### src/rtl/flag_alu_pkg.sv
package flag_alu_pkg;

    typedef enum logic [2:0] {
        OP_ADD = 3'd0,
        OP_ADC = 3'd1,
        OP_SUB = 3'd2,
        OP_SBB = 3'd3,
        OP_NEG = 3'd4,
        OP_NOT = 3'd5,
        OP_CMP = 3'd6,
        OP_RSV = 3'd7
    } alu_op_e;

    typedef struct packed {
        logic ovf;
        logic sgn;
        logic zro;
        logic aux;
        logic par;
        logic cry;
    } alu_flags_t;

    function automatic logic op_is_arith(alu_op_e op);
        return (op == OP_ADD) || (op == OP_ADC) || (op == OP_SUB) ||
               (op == OP_SBB) || (op == OP_NEG);
    endfunction

endpackage

### src/rtl/alu_operand_sel.sv
module alu_operand_sel
    import flag_alu_pkg::*;
#(
    parameter int DATA_W = 64
) (
    input  alu_op_e           op,
    input  logic [DATA_W-1:0] a,
    input  logic [DATA_W-1:0] b,
    input  logic              cf_in,
    input  logic              inv_borrow,
    output logic [DATA_W-1:0] x,
    output logic [DATA_W-1:0] y,
    output logic              cin,
    output logic              sub_path
);

    // Subtract types feed ~b and express the borrow-in as a carry-in.
    always_comb begin
        x        = a;
        y        = b;
        cin      = 1'b0;
        sub_path = 1'b0;
        case (op)
            OP_ADC: cin = cf_in;
            OP_SUB, OP_CMP: begin
                y        = ~b;
                cin      = 1'b1;
                sub_path = 1'b1;
            end
            OP_SBB: begin
                y        = ~b;
                cin      = inv_borrow ? cf_in : ~cf_in;
                sub_path = 1'b1;
            end
            OP_NEG: begin
                x        = '0;
                y        = ~a;
                cin      = 1'b1;
                sub_path = 1'b1;
            end
            default: ;
        endcase
    end

endmodule

### src/rtl/alu_adder.sv
module alu_adder #(
    parameter int DATA_W = 64
) (
    input  logic [DATA_W-1:0] x,
    input  logic [DATA_W-1:0] y,
    input  logic              cin,
    output logic [DATA_W-1:0] sum,
    output logic              cout,
    output logic              c4,
    output logic              ovf
);

    localparam int MSB = DATA_W - 1;

    logic [DATA_W:0] full;

    assign full = {1'b0, x} + {1'b0, y} + {{DATA_W{1'b0}}, cin};
    assign sum  = full[MSB:0];
    assign cout = full[DATA_W];
    // Carry into bit 4 recovered from the sum bit and its inputs.
    assign c4   = x[4] ^ y[4] ^ full[4];
    assign ovf  = (x[MSB] == y[MSB]) && (full[MSB] != x[MSB]);

endmodule

### src/rtl/alu_flag_gen.sv
module alu_flag_gen
    import flag_alu_pkg::*;
#(
    parameter int DATA_W = 64
) (
    input  logic [DATA_W-1:0] sum,
    input  logic              cout,
    input  logic              c4,
    input  logic              ovf,
    input  logic              sub_path,
    input  logic              inv_borrow,
    output alu_flags_t        flags
);

    localparam int PAR_W = (DATA_W < 8) ? DATA_W : 8;

    logic par_bit;

    generate
        if (PAR_W == 8) begin : g_par_byte
            assign par_bit = ~^sum[7:0];
        end else begin : g_par_narrow
            assign par_bit = ~^sum[PAR_W-1:0];
        end
    endgenerate

    always_comb begin
        flags.ovf = ovf;
        flags.sgn = sum[DATA_W-1];
        flags.zro = (sum == '0);
        flags.par = par_bit;
        if (sub_path) begin
            flags.aux = ~c4;
            flags.cry = inv_borrow ? cout : ~cout;
        end else begin
            flags.aux = c4;
            flags.cry = cout;
        end
    end

endmodule

### src/rtl/flag_alu.sv
module flag_alu
    import flag_alu_pkg::*;
#(
    parameter int DATA_W = 64
) (
    input  logic              clk,
    input  logic              rst,
    input  logic              inv_borrow,
    input  logic              op_valid,
    input  logic [2:0]        op_code,
    input  logic [DATA_W-1:0] opnd_a,
    input  logic [DATA_W-1:0] opnd_b,
    output logic [DATA_W-1:0] res_out,
    output logic              flag_c,
    output logic              flag_p,
    output logic              flag_a,
    output logic              flag_z,
    output logic              flag_s,
    output logic              flag_o,
    output logic              res_ready
);

    typedef struct packed {
        logic [DATA_W-1:0] res;
        alu_flags_t        flg;
        logic              rdy;
    } alu_state_t;

    alu_state_t        st_d, st_q;
    alu_op_e           op;
    logic [DATA_W-1:0] add_x, add_y, add_sum;
    logic              add_cin, add_cout, add_c4, add_ovf, sub_path;
    alu_flags_t        calc_flags;

    assign op = alu_op_e'(op_code);

    alu_operand_sel #(.DATA_W(DATA_W)) u_sel (
        .op(op), .a(opnd_a), .b(opnd_b), .cf_in(st_q.flg.cry),
        .inv_borrow(inv_borrow), .x(add_x), .y(add_y), .cin(add_cin),
        .sub_path(sub_path)
    );

    alu_adder #(.DATA_W(DATA_W)) u_add (
        .x(add_x), .y(add_y), .cin(add_cin), .sum(add_sum),
        .cout(add_cout), .c4(add_c4), .ovf(add_ovf)
    );

    alu_flag_gen #(.DATA_W(DATA_W)) u_flg (
        .sum(add_sum), .cout(add_cout), .c4(add_c4), .ovf(add_ovf),
        .sub_path(sub_path), .inv_borrow(inv_borrow), .flags(calc_flags)
    );

    always_comb begin
        st_d     = st_q;
        st_d.rdy = op_valid;
        if (op_valid) begin
            case (op)
                OP_NOT:  st_d.res = ~opnd_a;
                OP_CMP:  st_d.flg = calc_flags;
                OP_RSV:  ;
                default: begin
                    st_d.res = add_sum;
                    st_d.flg = calc_flags;
                end
            endcase
        end
    end

    always_ff @(posedge clk) begin
        if (rst) st_q <= '0;
        else     st_q <= st_d;
    end

    assign res_out   = st_q.res;
    assign flag_c    = st_q.flg.cry;
    assign flag_p    = st_q.flg.par;
    assign flag_a    = st_q.flg.aux;
    assign flag_z    = st_q.flg.zro;
    assign flag_s    = st_q.flg.sgn;
    assign flag_o    = st_q.flg.ovf;
    assign res_ready = st_q.rdy;

    assert_ready_follows_valid_R11: assert property (@(posedge clk) disable iff (rst)
        op_valid |=> res_ready);
    assert_idle_holds_R11: assert property (@(posedge clk) disable iff (rst)
        !op_valid |=> !res_ready && $stable(res_out) && $stable({flag_o, flag_s, flag_z, flag_a, flag_p, flag_c}));
    assert_invert_keeps_flags_R8: assert property (@(posedge clk) disable iff (rst)
        op_valid && op == OP_NOT |=> $stable({flag_o, flag_s, flag_z, flag_a, flag_p, flag_c}));
    assert_compare_keeps_result_R9: assert property (@(posedge clk) disable iff (rst)
        op_valid && op == OP_CMP |=> $stable(res_out));
    assert_reserved_inert_R10: assert property (@(posedge clk) disable iff (rst)
        op_valid && op == OP_RSV |=> $stable(res_out) && $stable({flag_o, flag_s, flag_z, flag_a, flag_p, flag_c}));
    assert_zero_sign_track_R6: assert property (@(posedge clk) disable iff (rst)
        op_valid && op_is_arith(op) |=> (flag_z == (res_out == '0)) && (flag_s == res_out[DATA_W-1]));

endmodule

### config.mk
export PLATFORM = sky130hd
export DESIGN_NAME = flag_alu
export DESIGN_NICKNAME = d
export VERILOG_FILES = /design/src/rtl/flag_alu_pkg.sv /design/src/rtl/alu_operand_sel.sv /design/src/rtl/alu_adder.sv /design/src/rtl/alu_flag_gen.sv /design/src/rtl/flag_alu.sv
export SDC_FILE = /design/constraint.sdc
export NUM_CORES = 1
export LEC_CHECK = 0
export BUFFER_PORTS_ARGS = -buffer_cell sky130_fd_sc_hd__clkbuf_2
export CORE_MARGIN = 8
export CORE_UTILIZATION = 30
export CTS_CLUSTER_DIAMETER = 120
export DETAILED_ROUTE_END_ITERATION = 8
export GPL_TIMING_DRIVEN = 0
export SLEW_MARGIN = 15
export SYNTH_ARGS = -nofsm -noshare
export SYNTH_HDL_FRONTEND = slang
export SYNTH_SLANG_ARGS = --single-unit
### constraint.sdc
create_clock -name clk -period 6.42 [get_ports clk]
set_clock_uncertainty 0.15 [all_clocks]
set_input_delay 0.963 -clock clk [delete_from_list [all_inputs] [get_ports clk]]
set_output_delay 0.963 -clock clk [all_outputs]
set_load 0.03 [all_outputs]
==> impl_metrics.toml <==
[grt]
grt_antenna_before_repair = 0
grt_max_degree = 18
grt_pass1_wl_um = 67130
overflow = 0
grt_usage_pct = 21.94
first_global_vias = 11670

[synthesis]
synth_area_mm2 = 0.009813
async_flop_share_pct = 0
synth-seq-cells = 71
synth.distinct_cells = 74
synthCells = 1521
yosysWarnings = 0
syn_area_per_cell_um2 = 6.452
yosysSeqAreaShare_pct = 14.48
synth_edf_count = 0
ys.flop_type = "dfxtp_1"
syn_nets = 1725

[cts]
clkTransAtPathRegs_ps = 70
clk_path_buf_depth = 2
cts.sinks = 71
root_buffer = "clkbuf_16"
clk_latency_ps = 350
cts_tree = "built"
h-tree-depth = 3
cts_hold_buf = 0
postCtsSetupBuffers = 0
cts_buffers = 9

[sta]
holdWs_ps = 306.4
clock.fmax_ghz = 0.1612
slew-limit-headroom_pct = 44.89
fin_crit_sh_pct = 96.60
rsz0062_at_grt = "false"
setup_ws_ps = 218.1
finalMaxSlewViolations = 0
finalHoldViolCount = 0
min_period_ps = 6202
tightest_slew_ps = 826.7
final-setup-viol-count = 0

[worst_setup_path]
start_kind = "input port"
cp.arrival_ps = 6310
path_cells = "clkbuf_2, nor2_1, clkbuf_4, clkbuf_1, nand2_1, o21ai_0, a21oi_1, ha_1, clkbuf_1, and4_1, nand2_1, nor3_1, o21ai_2, a21oi_1, a21oi_1, o31ai_2, xor2_1, nor4_1, nand4_1, o41ai_2"
reg2reg_depth = 19
cp.required_ps = 6530
crit_family = "compound AO/OA/AOI/OAI gates"
slowest_delay_ps = 490
worst_r2r_endpoint = "flag_z$_SDFFE_PP0P_"
path_common_cell = "a21oi_1"
cpMaxStageDelayCell = "o31ai_2"
endpoint_kind = "register"
rrSetupSlack_ps = 1600
r2r-start = "flag_c$_SDFFE_PP0P_"
path_max_fanout = 10
criticalPathCategory = "input port to register"
crit_buf_inv = 4

[power]
power_density_mw_per_mm2 = 228.8
ir_worst_vdd_v = 0.0001552
p_leak_nw = 4.819

[floorplan]
die_y_um = 196.9
start_util_pct = 30.31
ioPinCount = 206
core_mm2 = 0.03237
rows = 66
chipWidth_um = 196.9
die_area_mm2 = 0.03875

[placement]
place_hpwl_um = 36340
routabilityCongestion = 0.9590
pre_cts_ws_ps = -1444
io_buffers = 203
dpl.cell_count = 2166

[detailed_routing]
drc = 0
drt_iter0_drc = 888
dr.pass1.iters = 6
routedWlPerCell_um = 20.17
vias = 11880
postRouteWirelength_um = 44000
postRouteAntennaNets = 0
avgViaCountPerCell = 5.446

[worst_hold_path]
hold_path.startpoint = "res_out[5]$_SDFFE_PP0P_"
worstHoldPathCells = 2
hold-path-endpoint = "res_out[5]$_SDFFE_PP0P_"
hp-class = "register to register"

[layout]
layout-drive-gt1-share_pct = 15.76
diodes = 0
fin_nets = 1938
synthToLayoutAreaGrowth_pct = 19.64
fin_cells = 2181

[run]
maxCapViolCount = 0

[outcome]
status = "finished clean"
==> metal layers <==
| metal | share of wire, % | GRT usage, % | routed length (um) | up-vias |
|---|---|---|---|---|
| met5 | 0 | 0 | 0 | - |
| met4 | 2.6 | 6.186 | 1164 | 0 |
| met3 | 6.0 | 3.241 | 2660 | 59 |
| met2 | 46 | 37.18 | 20380 | 414 |
| met1 | 45 | 28.54 | 19800 | 5576 |
| li1 | - | - | - | 5829 |
==> logic make-up after synthesis <==
family                   share of synthesized area [%]
adder cells (fa/ha/maj)                          8.951
buffers and inverters                            4.807
AND/OR/NAND/NOR                                  28.62
XOR/XNOR                                         11.33
AO/OA/AOI/OAI                                    30.96
flip-flops                                       14.48
multiplexers                                    0.8415
==> sequential cells by signal, summed over array words and instances (netlist names) <==
register and count:
flag_s 1, flag_c 1, flag_p 1, flag_z 1, res_out 64, res_ready 1
flag_a 1, flag_o 1
==> area by class of cell <==
class	instances	area, um^2
clock buffer	9	225.2
timing repair buffer	203	1016
sequential	71	1421
buffer	104	440.4
inverter	13	52.55
clock inverter	7	103.9
multi-input combinational	1332	7928
tap	442	553.0
fill	3635	20630
==> cells in the mapped netlist, types with 27 or more instances <==
cell type    n  area, um^2
xnor2_1     34       297.8
clkbuf_1    92       345.3
nor2_1     171       641.9
dfxtp_1     71        1421
xor2_1      93       814.5
a211oi_1    42       315.3
o21ai_0    199       996.0
nand2_1    226       848.3
a21oi_1    170       850.8
nor3_1      55       275.3
nand4_1     27       168.9
ha_1        67       838.3
and2_1      65       406.6
==> worst max path at each step <==
stage                           from                   to  cells past startpoint
final                     op_code[1]  flag_z$_SDFFE_PP0P_                     20
after global routing      op_code[1]  flag_z$_SDFFE_PP0P_                     19
after CTS                 op_code[1]  flag_z$_SDFFE_PP0P_                     18
after detailed placement  op_code[2]  flag_z$_SDFFE_PP0P_                     18
after global placement    op_code[2]  flag_z$_SDFFE_PP0P_                     18
after floorplan           op_code[1]  flag_z$_SDFFE_PP0P_                     22
==> what timing repair did <==
item | in CTS | in global routing
endpoints found under the hold margin | 0 | 0
endpoints found under the setup margin | 20 | 2
gates resized for setup | 13 | 11
==> metrics by stage <==
step / TNS [ps] / total power [mW] / utilization, % / instance area [um^2]
final: 0 / 2.686 / 36.27 / 11740
after global routing: 0 / 2.861 / 36.27 / 11740
after global placement: -15720 / 2.070 / 35.16 / 11380
after detailed placement: -15380 / 2.076 / 35.16 / 11380
after CTS: 0 / 2.674 / 36.25 / 11730
after floorplan: 0 / 1.599 / - / 9813
==> placed cells by master (no fill, tap or decap), types with 3 or more instances in the layout <==
master | synthesis | final
nand3_1 | 20 | 20
mux2i_1 | 6 | 6
xor2_1 | 93 | 93
or4_1 | 3 | 3
o21ai_0 | 199 | 199
nor4b_1 | 6 | 6
nand4_1 | 27 | 27
a21oi_1 | 170 | 170
a31oi_1 | 9 | 9
buf_2 | 5 | 6
nor3_1 | 55 | 55
o21ai_1 | 6 | 6
clkbuf_16 | 0 | 9
inv_1 | 12 | 12
clkbuf_2 | 0 | 210
or3_1 | 6 | 6
o211ai_1 | 6 | 6
nand2_1 | 226 | 225
xnor2_1 | 34 | 34
and2_1 | 65 | 65
nor2b_1 | 4 | 4
a21o_1 | 15 | 15
ha_1 | 67 | 67
nor4_1 | 8 | 8
nor2_1 | 171 | 171
nand2b_1 | 8 | 8
and4_1 | 3 | 3
a21oi_2 | 6 | 6
dfxtp_1 | 71 | 71
o21bai_1 | 11 | 11
clkbuf_1 | 92 | 82
clkbuf_4 | 0 | 3
or2_2 | 3 | 3
o21a_1 | 7 | 7
a211oi_1 | 42 | 42
o22ai_1 | 4 | 4
==> worst register-to-register path, cell delays in order (launching register included) <==
cell and delay (ps):
dfxtp_1 330, nand2_1 70, o21bai_1 70, a21oi_1 200
fa_1 230, inv_1 60, fa_1 410, nand2b_1 190
a21oi_1 280, nor2_1 120, xor2_1 190, ha_1 180
nand4_1 80, or3_1 320, or4_1 420, nor4_1 240
nand4b_1 200, nor4b_1 420, nand4_1 240, o41ai_2 340
==> report_power, final <==
group,internal [mW],switching [mW]
Combinational,0.542,1.03
Sequential,0.492,0.0345
Clock,0.347,0.244
(Power assumes the default switching activity.)
